<file path="config.mk">
export PLATFORM = sky130hd
export DESIGN_NAME = vdma_bus_arbiter
export DESIGN_NICKNAME = d
export VERILOG_FILES = /design/src/rtl/abm_pkg.sv /design/src/rtl/abm_slot_table.sv /design/src/rtl/abm_lookahead.sv /design/src/rtl/abm_badline.sv /design/src/rtl/abm_stall.sv /design/src/rtl/vdma_bus_arbiter.sv
export SDC_FILE = /design/constraint.sdc
export NUM_CORES = 1
export LEC_CHECK = 0
export BUFFER_PORTS_ARGS = -buffer_cell sky130_fd_sc_hd__buf_4
export CORE_ASPECT_RATIO = 1.4
export CORE_MARGIN = 2
export CORE_UTILIZATION = 29
export CTS_BUF_LIST = sky130_fd_sc_hd__clkbuf_8 sky130_fd_sc_hd__clkbuf_16
export DETAILED_ROUTE_END_ITERATION = 10
export SETUP_SLACK_MARGIN = 0.05
export SLEW_MARGIN = 30
export SYNTH_ARGS = -nofsm -noshare
export SYNTH_HDL_FRONTEND = slang
export SYNTH_SLANG_ARGS = --single-unit
</file>
<file path="constraint.sdc">
create_clock -name clk -period 6.2 [get_ports clk]
set_input_delay 1.24 -clock clk [delete_from_list [all_inputs] [get_ports clk]]
set_output_delay 1.24 -clock clk [all_outputs]
set_load 0.01 [all_outputs]
</file>
<file path="src/rtl/abm_pkg.sv">
package abm_pkg;

    localparam int LINE_LEN    = 63;
    localparam int CYC_W       = 6;
    localparam int WARN_LEN    = 3;
    localparam int NUM_SPR     = 8;
    localparam int SPR_SLOT    = 2;
    localparam int SPR_PREV    = 3;
    localparam int CHAR_LEN    = 40;
    localparam int BL_EARLY    = 12;
    localparam int BL_LATE_MAX = 54;
    localparam int SPR_PREV_BASE = LINE_LEN - SPR_PREV * SPR_SLOT + 1;
    localparam int LOOK        = WARN_LEN + 1;

    typedef logic [CYC_W-1:0] cyc_t;

    typedef struct packed {
        logic warn_low;
        logic claim;
    } sched_t;

    function automatic int spr_first(input int n);
        if (n < SPR_PREV)
            return SPR_PREV_BASE + SPR_SLOT * n;
        return 1 + SPR_SLOT * (n - SPR_PREV);
    endfunction

endpackage

</file>
<file path="src/rtl/abm_slot_table.sv">
module abm_slot_table
    import abm_pkg::*;
(
    input  cyc_t               pos,
    input  logic               next_line,
    input  logic [NUM_SPR-1:0] spr_en,
    input  cyc_t               bl_start,
    output logic               hit
);
    logic [NUM_SPR-1:0] spr_hit;

    for (genvar n = 0; n < NUM_SPR; n++) begin : g_spr
        localparam cyc_t FIRST = cyc_t'(spr_first(n));
        localparam cyc_t LAST  = cyc_t'(spr_first(n) + SPR_SLOT - 1);
        assign spr_hit[n] = spr_en[n] && (pos >= FIRST) && (pos <= LAST);
    end

    logic [7:0] p8, s8;
    logic       bl_hit;
    assign p8 = {2'b00, pos};
    assign s8 = {2'b00, bl_start};
    assign bl_hit = (bl_start != '0) && !next_line
                  && (p8 >= s8 + 8'(WARN_LEN))
                  && (p8 <  s8 + 8'(WARN_LEN + CHAR_LEN));

    assign hit = bl_hit || (|spr_hit);
endmodule

</file>
<file path="src/rtl/abm_lookahead.sv">
module abm_lookahead
    import abm_pkg::*;
(
    input  cyc_t               cyc,
    input  logic [NUM_SPR-1:0] spr_en,
    input  cyc_t               bl_start,
    output sched_t             sched
);
    logic [LOOK-1:0] hits;

    for (genvar k = 0; k < LOOK; k++) begin : g_ahead
        logic [CYC_W:0] sum;
        logic           wrapped;
        cyc_t           pos;
        assign sum     = {1'b0, cyc} + (CYC_W+1)'(k);
        assign wrapped = sum > (CYC_W+1)'(LINE_LEN);
        assign pos     = wrapped ? cyc_t'(sum - (CYC_W+1)'(LINE_LEN)) : cyc_t'(sum);

        abm_slot_table u_tab (
            .pos       (pos),
            .next_line (wrapped),
            .spr_en    (spr_en),
            .bl_start  (bl_start),
            .hit       (hits[k])
        );
    end

    assign sched.claim    = hits[0];
    assign sched.warn_low = |hits;
endmodule

</file>
<file path="src/rtl/abm_badline.sv">
module abm_badline
    import abm_pkg::*;
(
    input  logic clk,
    input  logic rst,
    input  cyc_t cyc,
    input  logic bl_cond,
    output cyc_t bl_start
);
    cyc_t q, start_now;

    assign start_now = (bl_cond && cyc >= cyc_t'(BL_EARLY) && cyc <= cyc_t'(BL_LATE_MAX))
                     ? cyc : '0;
    assign bl_start  = (q != '0) ? q : start_now;

    always_ff @(posedge clk) begin
        if (rst)                        q <= '0;
        else if (cyc == cyc_t'(LINE_LEN)) q <= '0;
        else if (q == '0)               q <= start_now;
    end

    a_r9_latch_holds: assert property (@(posedge clk) disable iff (rst)
        (q != '0 && cyc != cyc_t'(LINE_LEN)) |=> $stable(q));
    a_r9_line_clear: assert property (@(posedge clk) disable iff (rst)
        (cyc == cyc_t'(LINE_LEN)) |=> (q == '0));
    a_r7_start_window: assert property (@(posedge clk) disable iff (rst)
        (q != '0) |-> (q >= cyc_t'(BL_EARLY) && q <= cyc_t'(BL_LATE_MAX)));
endmodule

</file>
<file path="src/rtl/abm_stall.sv">
module abm_stall
    import abm_pkg::*;
(
    input  logic   clk,
    input  logic   rst,
    input  sched_t sched,
    input  logic   cpu_rd,
    output logic   hold
);
    logic held_q;

    assign hold = sched.warn_low && (cpu_rd || held_q || sched.claim);

    always_ff @(posedge clk) begin
        if (rst) held_q <= 1'b0;
        else     held_q <= sched.warn_low && hold;
    end

    a_r8_hold_persists: assert property (@(posedge clk) disable iff (rst)
        (hold && sched.warn_low) |=> (!sched.warn_low || hold));
    a_r8_write_passes: assert property (@(posedge clk) disable iff (rst)
        (!held_q && !cpu_rd && !sched.claim) |-> !hold);
endmodule

</file>
<file path="src/rtl/vdma_bus_arbiter.sv">
module vdma_bus_arbiter
    import abm_pkg::*;
(
    input  logic               clk,
    input  logic               rst,
    input  logic [CYC_W-1:0]   raster_cyc_i,
    input  logic               badline_i,
    input  logic [NUM_SPR-1:0] spr_en_i,
    input  logic               cpu_rd_i,
    output logic               bus_free_o,
    output logic               cpu_grant_o,
    output logic               cpu_hold_o
);
    cyc_t   bl_start;
    sched_t sched;

    abm_badline u_bl (
        .clk      (clk),
        .rst      (rst),
        .cyc      (raster_cyc_i),
        .bl_cond  (badline_i),
        .bl_start (bl_start)
    );

    abm_lookahead u_ahead (
        .cyc      (raster_cyc_i),
        .spr_en   (spr_en_i),
        .bl_start (bl_start),
        .sched    (sched)
    );

    abm_stall u_stall (
        .clk    (clk),
        .rst    (rst),
        .sched  (sched),
        .cpu_rd (cpu_rd_i),
        .hold   (cpu_hold_o)
    );

    assign bus_free_o  = !sched.warn_low;
    assign cpu_grant_o = !sched.claim;

    a_r10_free_no_hold: assert property (@(posedge clk) disable iff (rst)
        bus_free_o |-> !cpu_hold_o);
    a_r4_claim_holds: assert property (@(posedge clk) disable iff (rst)
        !cpu_grant_o |-> (cpu_hold_o && !bus_free_o));
endmodule

</file>
=== Word level (Yosys, flattened, before mapping) ===
Index checks and enable logic that the tools add are counted.

* ROM bits: 0
* Output and inout bits: 3
* Memories: 0
* Logic and storage cells: 197
* RAM bits: 0
* Bits in latches: 0
* Register bits after elaboration: 7
* Input port bits: 18

* Reduce and logical (&&, ||, !) cells: 101
* Multipliers: 0
* Bitwise operators: 0
* Divide/modulo/power cells: 0
* Shift operators: 0
* Order comparisons: 78
* Equality and inequality tests: 1
* Multiplexer cells: 6
* Add/subtract/negate cells: 9

{| class="wikitable"
|+ Operators by type and width
! operator !! count
|-
| 1-bit logical AND || 80
|-
| 6-bit <= comparator (second input constant) || 13
|-
| 6-bit >= comparator (second input constant) || 12
|-
| 6-bit by 3-bit >= comparator with 1-bit output (second input constant) || 8
|-
| 6-bit by 3-bit <= comparator with 1-bit output (second input constant) || 8
|-
| 6-bit by 4-bit <= comparator with 1-bit output (second input constant) || 8
|-
| 6-bit two-way mux || 6
|-
| 8-bit OR reduction || 4
|-
| 6-bit by 4-bit >= comparator with 1-bit output (second input constant) || 5
|-
| 6-bit by 1-bit >= comparator with 1-bit output (second input constant) || 4
|-
| 6-bit by 2-bit >= comparator with 1-bit output (second input constant) || 4
|-
| 6-bit by 8-bit >= comparator with 1-bit output || 3
|-
| 6-bit by 2-bit <= comparator with 1-bit output (second input constant) || 4
|-
| 6-bit by 8-bit less-than comparator with 1-bit output || 3
|-
| 6-bit subtractor (second input constant) || 4
|-
| 6-bit by 2-bit adder with 7-bit output (second input constant) || 3
|-
| 7-bit by 6-bit greater-than comparator with 1-bit output (second input constant) || 3
|-
| 6-bit nonzero test || 2
|-
| 6-bit by 1-bit adder with 7-bit output (second input constant) || 1
|-
| 6-bit by 6-bit adder with 7-bit output (second input constant) || 1
|-
| 6-bit by 7-bit >= comparator with 1-bit output || 1
|-
| 6-bit by 7-bit less-than comparator with 1-bit output || 1
|-
| 6-bit equality test (second input constant) || 1
|-
| 6-bit greater-than comparator (second input constant) || 1
|-
| other kinds (5) || 15
|}

=== Longest topological paths before layout ===
Gate-level depths: netlist of the first run.

* Word-level depth: 13
* Gate-level depth with buffers: 23
* Gate-level depth less buffers: 20

=== By module ===
A second synthesis of the first run with hierarchy kept.

* Cells, all modules: 453
* Area total of the unflattened synthesis: 3291.9 um^2

{| class="wikitable"
|+ Modules (own cells, without submodules)
! module !! area each (um^2) !! cells an instance !! sequential area each (um^2) !! instances
|-
| abm_slot_table || 559.3 || 77 || 0.0 || 4
|-
| abm_lookahead || 698.2 || 103 || 0.0 || 1
|-
| abm_badline || 306.5 || 37 || 120.1 || 1
|-
| abm_stall || 42.5 || 3 || 20.0 || 1
|-
| vdma_bus_arbiter || 7.5 || 2 || 0.0 || 1
|}

=== Worst setup path before layout of the first run ===
OpenSTA, ideal clock, no wires.

* Path type: input -> output
* Start: input port raster_cyc_i[1]
* End: output port bus_free_o
* Path buffers: 3
* Slack: -0.413 ns
* Required time: 4.960 ns
* Arrival: 5.373 ns
* Cell stages on the path: 23
* Path through: ha_1 buf_2 nand2b_1 nand4_2 buf_6 nand2_1 nor2_1 a21oi_1 ha_1 buf_1 nor2_1 a41oi_2 nand2_1 xor2_1 ha_1 o21ai_0 a31oi_1 o21ai_0 nor2_1 and4b_1 a2111o_1 a2111oi_4 and2_1

* Cells in the longest elaborated chain, start to end: 12
* Elaborated cells on any way between the ends: 186
* Classes of those cells: 9 x add/sub; 78 x order compare; 6 x mux; 93 x reduce/logical

{| class="wikitable"
|+ Ends and longest elaborated chain
! what !! line !! text
|-
| start: declaration || vdma_bus_arbiter.sv:6 || <nowiki>input logic [CYC_W-1:0] raster_cyc_i,</nowiki>
|-
| 6-bit by 4-bit >= comparator with 1-bit output || abm_badline.sv:12 || <nowiki>assign start_now = (bl_cond && cyc >= cyc_t'(BL_EARLY) && cyc <= cyc_t'(BL_LATE_MAX))</nowiki>
|-
| 1-bit logical AND (2 in series) || abm_badline.sv:12 ||
|-
| 6-bit two-way mux || abm_badline.sv:13 || <nowiki>? cyc : '0;</nowiki>
|-
| 6-bit two-way mux || abm_badline.sv:14 || <nowiki>assign bl_start = (q != '0) ? q : start_now;</nowiki>
|-
| 6-bit by 2-bit adder with 7-bit output or 6-bit nonzero test (tied branches) || abm_slot_table.sv:23, abm_slot_table.sv:22 ||
|-
| 6-bit by 8-bit >= comparator with 1-bit output (tied with other cells) || abm_slot_table.sv:23 || <nowiki>&& (p8 >= s8 + 8'(WARN_LEN))</nowiki>
|-
| 1-bit logical AND || abm_slot_table.sv:23 ||
|-
| 1-bit logical AND || abm_slot_table.sv:24 || <nowiki>&& (p8 < s8 + 8'(WARN_LEN + CHAR_LEN));</nowiki>
|-
| 1-bit logical OR || abm_slot_table.sv:26 || <nowiki>assign hit = bl_hit || (|spr_hit);</nowiki>
|-
| 4-bit OR reduction (*) || abm_lookahead.sv:29 || <nowiki>assign sched.warn_low = |hits;</nowiki>
|-
| 1-bit logical NOT (*) || vdma_bus_arbiter.sv:40 || <nowiki>assign bus_free_o = !sched.warn_low;</nowiki>
|-
| end: declaration || vdma_bus_arbiter.sv:10 || <nowiki>output logic bus_free_o,</nowiki>
|}

Mark *: on every way between the ends. The rest lies on a longest branch, timed or not.

=== Worst setup path after layout of the first run ===
* Start: input port raster_cyc_i[2]
* End: output port bus_free_o

The elaborated chain is that of the path after synthesis.

==> results of run 1 <==
synthesized netlist by cell type (all sizes together), types with 4 or more instances:
master and instances:
o31ai 4, a211oi 7, inv 18, nor4 12
o211ai 5, a21o 14, clkbuf 15, xnor2 22
o21bai 6, nor2 33, ha 41, nand2b 11
nor2b 9, nand2 40, nor3 17, o21a 4
xor2 4, dfxtp 7, a2111oi 9, o21ai 27
a21oi 26, a31oi 7, buf 20, mux2 5
nand3 15, a41oi 6, o22ai 5, nand4 9
and2 6
power by group through the flow:
stage / logic (mW) / registers [mW] / clock network [mW]
detailed placement: 0.649 / 0.0588 / 0
finish: 0.702 / 0.0594 / 0.111
CTS: 0.662 / 0.0585 / 0.113
floorplan: 0.417 / 0.0571 / 0
global route: 0.765 / 0.0602 / 0.114
global placement: 0.637 / 0.0586 / 0
how the worst min path moves through the flow:
| stage | start | end | slack [ns] | cells after the start |
|---|---|---|---|---|
| after floorplan | u_stall.held_q | u_stall.held_q | 0.56 | 2 |
| after global placement | u_stall.held_q | u_stall.held_q | 0.58 | 2 |
| after detailed placement | u_stall.held_q | u_stall.held_q | 0.60 | 2 |
| after CTS | u_stall.held_q | u_stall.held_q | 0.61 | 2 |
| after global routing | u_stall.held_q | u_stall.held_q | 0.64 | 2 |
| final | u_stall.held_q | u_stall.held_q | 0.62 | 2 |
cell families (layout without fill, tap and decap cells):
family / after synthesis / after routing
fa+ha+maj: 42 / 42
buf+inv: 53 / 148
flops: 7 / 7
mux: 7 / 7
simple gates: 170 / 170
xor+xnor: 27 / 27
compound gates: 157 / 157
through the flow:
stage | power [mW] | cells | hold slack [ns] | TNS [ns] | cell area [µm²]
after floorplan | 0.474 | 463 | 0.559 | 0 | 3460
after global routing | 0.940 | 705 | 0.636 | -0.219 | 4620
final | 0.872 | 705 | 0.616 | 0 | 4620
after detailed placement | 0.708 | 689 | 0.596 | -0.407 | 4300
after CTS | 0.833 | 694 | 0.610 | 0 | 4440
after global placement | 0.696 | 689 | 0.585 | -0.348 | 4300
timing repair:
| item | 4_1_cts | 5_1_grt |
|---|---|---|
| pin swaps | 2 | 1 |
| hold endpoints to repair | 0 | 0 |
| buffers inserted | 1 | 11 |
| resized for setup | 10 | 26 |
| setup endpoints to repair | 2 | 2 |
state kept, by name, indices dropped and copies added (netlist names):
register        count
u_bl.q              6
u_stall.held_q      1
routing by layer:
| layer | track usage (%) | up-vias | wire length (µm) |
|---|---|---|---|
| met5 | 0 | - | 0 |
| met4 | 13.9 | 0 | 1090 |
| met3 | 1.94 | 75 | 726 |
| met2 | 37.6 | 200 | 6940 |
| met1 | 23.1 | 1938 | 4970 |
| li1 | - | 1941 | - |
final cells by class:
cell class	count	area [µm²]	area share [%]
Inverter	18	70.1	1.52
Tap cell	147	184	3.98
Clock inverter	1	3.75	0.0813
Timing Repair Buffer	126	966	20.9
Clock buffer	3	75.1	1.63
Multi-Input combinational cell	403	3180	68.9
Sequential cell	7	140	3.03
worst max-delay path: stages:
cell and delay [ns]:
buf_12 0.11, a211oi_4 0.26, buf_4 0.15, or2b_1 0.12
nor2_2 0.06, a21oi_2 0.15, ha_2 0.25, nor2_1 0.08
a41oi_2 0.18, nand2_1 0.13, xor2_2 0.19, ha_2 0.33
o21ai_2 0.05, a31oi_1 0.13, o21ai_1 0.07, nor2_1 0.13
and4b_1 0.20, a2111o_1 0.40, a2111oi_4 0.21, buf_4 0.18
and2_4 0.14, buf_6 0.09
==> impl_metrics.json, run 1 <==
{
  "cts_root_buf": "clkbuf_16",
  "grt_usage_pct": 21.2,
  "critPathMaxFanout": 5,
  "ys_seq_area_share_pct": 4.08,
  "setup-violations-final": 0,
  "ys_ff_latch": 7,
  "r2r_cells": 17,
  "yosysWarnings": 0,
  "synth_nets": 522,
  "start_util_pct": 29.3,
  "finalClockSkew_ns": 0.00235,
  "mostFrequentLayoutCells": "buf_4, nand2_1, ha_1",
  "dp_slack_ns": -0.217,
  "finalCritPeriodShare_pct": 98.5,
  "clkLatencyLatePin_ns": 0.24,
  "design.die.area_mm2": 0.0127,
  "synth-adder-area-share_pct": 15.3,
  "pwr-share-comb_pct": 80.4,
  "critPathKind": "input port to output port",
  "max_slew_margin_pct": 60.7,
  "post-dp-hpwl_um": 11200,
  "cts_buffers": 3,
  "netlist_area_mm2": 0.00343,
  "drive_above_1_share_pct": 33.9,
  "switching_power_mw": 0.398,
  "insertedDiodeCount": 0,
  "status": "finished, final reports clean",
  "htree_levels": 1,
  "cp.arrival_ns": 4.87,
  "vdd.ir_drop.worst_uv": 97.7,
  "coreArea_mm2": 0.0117,
  "timing.reg2reg.setup_slack_ns": 2.10,
  "nFillCells": 1189,
  "antenna_found_initial": 0,
  "io_buffers": 20,
  "synth_top_family_by_area": "compound AO/OA/AOI/OAI gates",
  "p_per_area_mw_per_mm2": 189,
  "pwr-share-clk_pct": 12.7,
  "finalHoldViolations": 0,
  "clock_path_buffers": 2,
  "clock_sinks": 7,
  "dieWidth_um": 96.0,
  "nets": 618,
  "synth_cell_types": 86,
  "synth-async-reset-ratio_pct": 0,
  "area.growth.synth_to_final_pct": 34.5,
  "clock.fmax_mhz": 164,
  "via_per_inst": 5.89,
  "drt_iter0_drc": 241,
  "grt_max_degree": 17,
  "synth_compound_area_share_pct": 34.4,
  "cts_tree": "yes",
  "hp-class": "flip-flop to flip-flop",
  "syn_area_per_cell_um2": 7.42,
  "setup_ws_ns": 0.0903,
  "cap_viol_max_count": 0,
  "fin_util_pct": 39.5,
  "grt_pass1_vias": 4105,
  "io_pins": 21,
  "endpoint": "bus_free_o",
  "layout_commonest_cell": "buf_4",
  "antenna_left": 0,
  "rsz0062_at_grt": "true",
  "worstSetupEndpointType": "output port",
  "vias": 4154,
  "intPower_mw": 0.474,
  "synthMuxAreaShare_pct": 2.22,
  "switching_share_pct": 45.7,
  "synth_xor_area_share_pct": 8.27,
  "synth.largest_area_cell": "ha_1",
  "worst_slew_pin_slew_ns": 0.574,
  "r2r-start": "u_bl.q[1]",
  "synth_top_area_share_pct": 14.9,
  "cp_data_required_time_ns": 4.96,
  "timing.final.crit_period_ns": 6.11,
  "wirelength_um": 13700,
  "p_leak_nw": 1.97,
  "cts.clk_slew.worst_paths_ns": 0.04,
  "critPathLaunchType": "input port",
  "syn_inst": 463,
  "grt-ovfl-total": 0,
  "drt_pass1_iterations": 5,
  "synth_area_leaders": "ha_1, xnor2_1, nand2_1",
  "gp_congestion": 0.989,
  "grt_pass1_wl_um": 21100,
  "cp-startpoint": "raster_cyc_i[2]",
  "slew_violations": 0,
  "ys.flop_type": "dfxtp_1",
  "avgRoutedWirePerCell_um": 19.5,
  "drcViolationCount": 0,
  "fp-row-count": 47,
  "r2r_end": "u_stall.held_q",
  "holdBufCountCts": 0,
  "pwr-share-seq_pct": 6.8,
  "synth_simple_gate_area_share_pct": 27.9,
  "synth_edf_count": 0,
  "die_h_um": 133
}
No activity file was read; power rests on OpenSTA's default activity.
==> inputs of run 2 (changes only) <==
- CELL_PAD_IN_SITES_DETAIL_PLACEMENT: default -> 0
- CELL_PAD_IN_SITES_GLOBAL_PLACEMENT: default -> 1
- PLACE_DENSITY_LB_ADDON: default -> 0.1
==> run 2 against run 1 <==
Total power is 4.1% higher. Hold slack lost 0.0042 ns. Routed wire length is 7.4% higher. Count of clock-buffer cells in the layout stayed put. Via count shrank 4.0%. Sequential cell count is the same. First-iteration DRC count down 7.5%. Fmax is 0.53% higher. Clock power hardly changed. Non-clock buffer count fell by 15.
==> impl_metrics.json, run 2 (same netlist as run 1, synthesis figures left out) <==
{
  "io_buffers": 20,
  "coreArea_mm2": 0.0117,
  "largest_reg_flops": 6,
  "setup-violations-final": 0,
  "cts_tree": "yes",
  "grt-ovfl-total": 0,
  "nets": 603,
  "vdd.ir_drop.worst_uv": 172,
  "grt_pass1_wl_um": 22000,
  "min_delay_path_depth": 2,
  "status": "finished, final reports clean",
  "cp.arrival_ns": 4.84,
  "min_to": "u_stall.held_q",
  "r2r_end": "u_stall.held_q",
  "slew_violations": 0,
  "critPathLaunchType": "input port",
  "fp-row-count": 47,
  "min-delay-start": "u_stall.held_q",
  "antenna_left": 0,
  "cp_data_required_time_ns": 4.96,
  "critical-path-max-stage-delay_ns": 0.44,
  "holdWs_ns": 0.612,
  "crit_buf_inv": 4,
  "die_h_um": 133,
  "placed_cell_area_mm2": 0.00420,
  "worstSetupEndpointType": "output port",
  "insertedDiodeCount": 0,
  "avgRoutedWirePerCell_um": 21.3,
  "fin_area_mm2": 0.00469,
  "clkLatencyLatePin_ns": 0.23,
  "max_slew_margin_pct": 58.4,
  "finalHoldViolations": 0,
  "start_util_pct": 29.3,
  "layout_commonest_cell": "buf_4",
  "cap_viol_max_count": 0,
  "finalCritPeriodShare_pct": 98.0,
  "tns_ns": 0,
  "post-dp-hpwl_um": 11800,
  "grt_usage_pct": 22.8,
  "nFillCells": 1243,
  "grt_use_met3_pct": 0.911,
  "io_pins": 21,
  "clock_path_buffers": 2,
  "dieWidth_um": 96.0,
  "crit_slowest_cell": "a2111o_1",
  "mostFrequentLayoutCells": "buf_4, nand2_1, ha_1",
  "hp-class": "flip-flop to flip-flop",
  "area.growth.synth_to_final_pct": 36.6,
  "drt_iter0_drc": 223,
  "clock.fmax_mhz": 165,
  "design.die.area_mm2": 0.0127,
  "top_regs": "u_bl.q: 6 flops, u_stall.held_q: 1 flops",
  "p_per_area_mw_per_mm2": 194,
  "via_per_inst": 5.78,
  "grt.busiest_layer": "met2",
  "worstPathCellList": "buf_12 -> a211oi_4 -> or2b_1 -> nor2_4 -> a21oi_4 -> buf_4 -> buf_4 -> ha_2 -> ha_4 -> nor2b_2 -> o21ai_2 -> a31oi_1 -> o21ai_1 -> nor2_1 -> and4b_1 -> a2111o_1 -> a2111oi_4 -> and2_4 -> buf_6",
  "antenna_found_initial": 0,
  "crit_top_cell": "buf_4",
  "timing.final.crit_period_ns": 6.08,
  "cts_buffers": 3,
  "critPathKind": "input port to output port",
  "rsz0062_at_grt": "true",
  "drive_above_1_share_pct": 33.9,
  "grt_max_degree": 27,
  "cts.clk_slew.worst_paths_ns": 0.04,
  "timing.reg2reg.setup_slack_ns": 1.88,
  "regMostFlops": "u_bl.q",
  "drt_pass1_iterations": 5,
  "cts_root_buf": "clkbuf_16",
  "drcViolationCount": 0,
  "path_delay_family": "compound AO/OA/AOI/OAI gates",
  "grt_use_met2_pct": 42.3,
  "critPathMaxFanout": 4,
  "r2r-start": "u_bl.q[1]",
  "worst_slew_pin_slew_ns": 0.616,
  "vias": 3989,
  "grt_util_met1_pct": 27.3,
  "wirelength_um": 14700,
  "finalPower_mw": 0.908,
  "gp_congestion": 0.893,
  "r2r_cells": 20,
  "grt_pass1_vias": 3936,
  "holdBufCountCts": 0,
  "p_leak_nw": 1.95,
  "htree_levels": 1,
  "clock_sinks": 7,
  "finalClockSkew_ns": 0.00231
}
[run 2: worst max-delay path by stage]
| stage | start | end | cells past startpoint |
|---|---|---|---|
| final | raster_cyc_i[3] | bus_free_o | 19 |
| after global routing | raster_cyc_i[3] | cpu_hold_o | 19 |
| after global placement | raster_cyc_i[1] | bus_free_o | 19 |
| after CTS | raster_cyc_i[2] | bus_free_o | 22 |
| after detailed placement | raster_cyc_i[1] | bus_free_o | 19 |
| after floorplan | raster_cyc_i[1] | bus_free_o | 23 |
[run 2: stage by stage]
stage / util, % / setup WS [ns] / instances
floorplan: - / 0.0802 / 463
global placement: 35.9 / -0.0451 / 673
detailed placement: 35.9 / 0.00586 / 673
CTS: 36.7 / 0.0555 / 678
global route: 40.1 / -0.0691 / 690
finish: 40.1 / 0.123 / 690
[run 2: area by class of cell]
cell class / instances / area (µm²) / area share, %
Clock inverter: 1 / 5.00 / 0.107
Tap cell: 147 / 184 / 3.92
Inverter: 18 / 70.1 / 1.49
Timing Repair Buffer: 111 / 901 / 19.2
Sequential cell: 7 / 140 / 2.99
Clock buffer: 3 / 75.1 / 1.60
Multi-Input combinational cell: 403 / 3320 / 70.7
[run 2: worst register-to-register path: stages, from the launching register on]
cell and delay (ns):
dfxtp_1 0.39, nor4_4 0.52, or2b_1 0.33, nor2_4 0.16, a21oi_4 0.09, ha_4 0.20, buf_6 0.11, buf_4 0.13
xnor2_2 0.13, buf_6 0.14, ha_4 0.26, nor2b_4 0.13, o21ai_2 0.06, a31oi_1 0.16, o21ai_1 0.09, nor2_1 0.12
and4b_1 0.20, a2111o_1 0.44, a2111oi_4 0.34, buf_4 0.17, a211oi_1 0.05
[run 2: metal layers]
layer | routed length, µm | part of all wire (%)
met1 | 6020 | 41
met2 | 7770 | 53
met3 | 424 | 2.9
met4 | 515 | 3.5
met5 | 0 | 0
[run 2: power by group]
group | leakage, nW | internal (mW) | total, mW | switching, mW
registers | 0.0574 | 0.0513 | 0.0598 | 0.00848
logic | 1.85 | 0.358 | 0.737 | 0.378
clock network | 0.0409 | 0.0848 | 0.111 | 0.0266
total | 1.95 | 0.495 | 0.908 | 0.413
[run 2: repair_timing]
item                       CTS  global route
setup endpoints to repair    2             2
setup buffers                1            12
gates resized for setup      1            59
pin swaps                    1            22
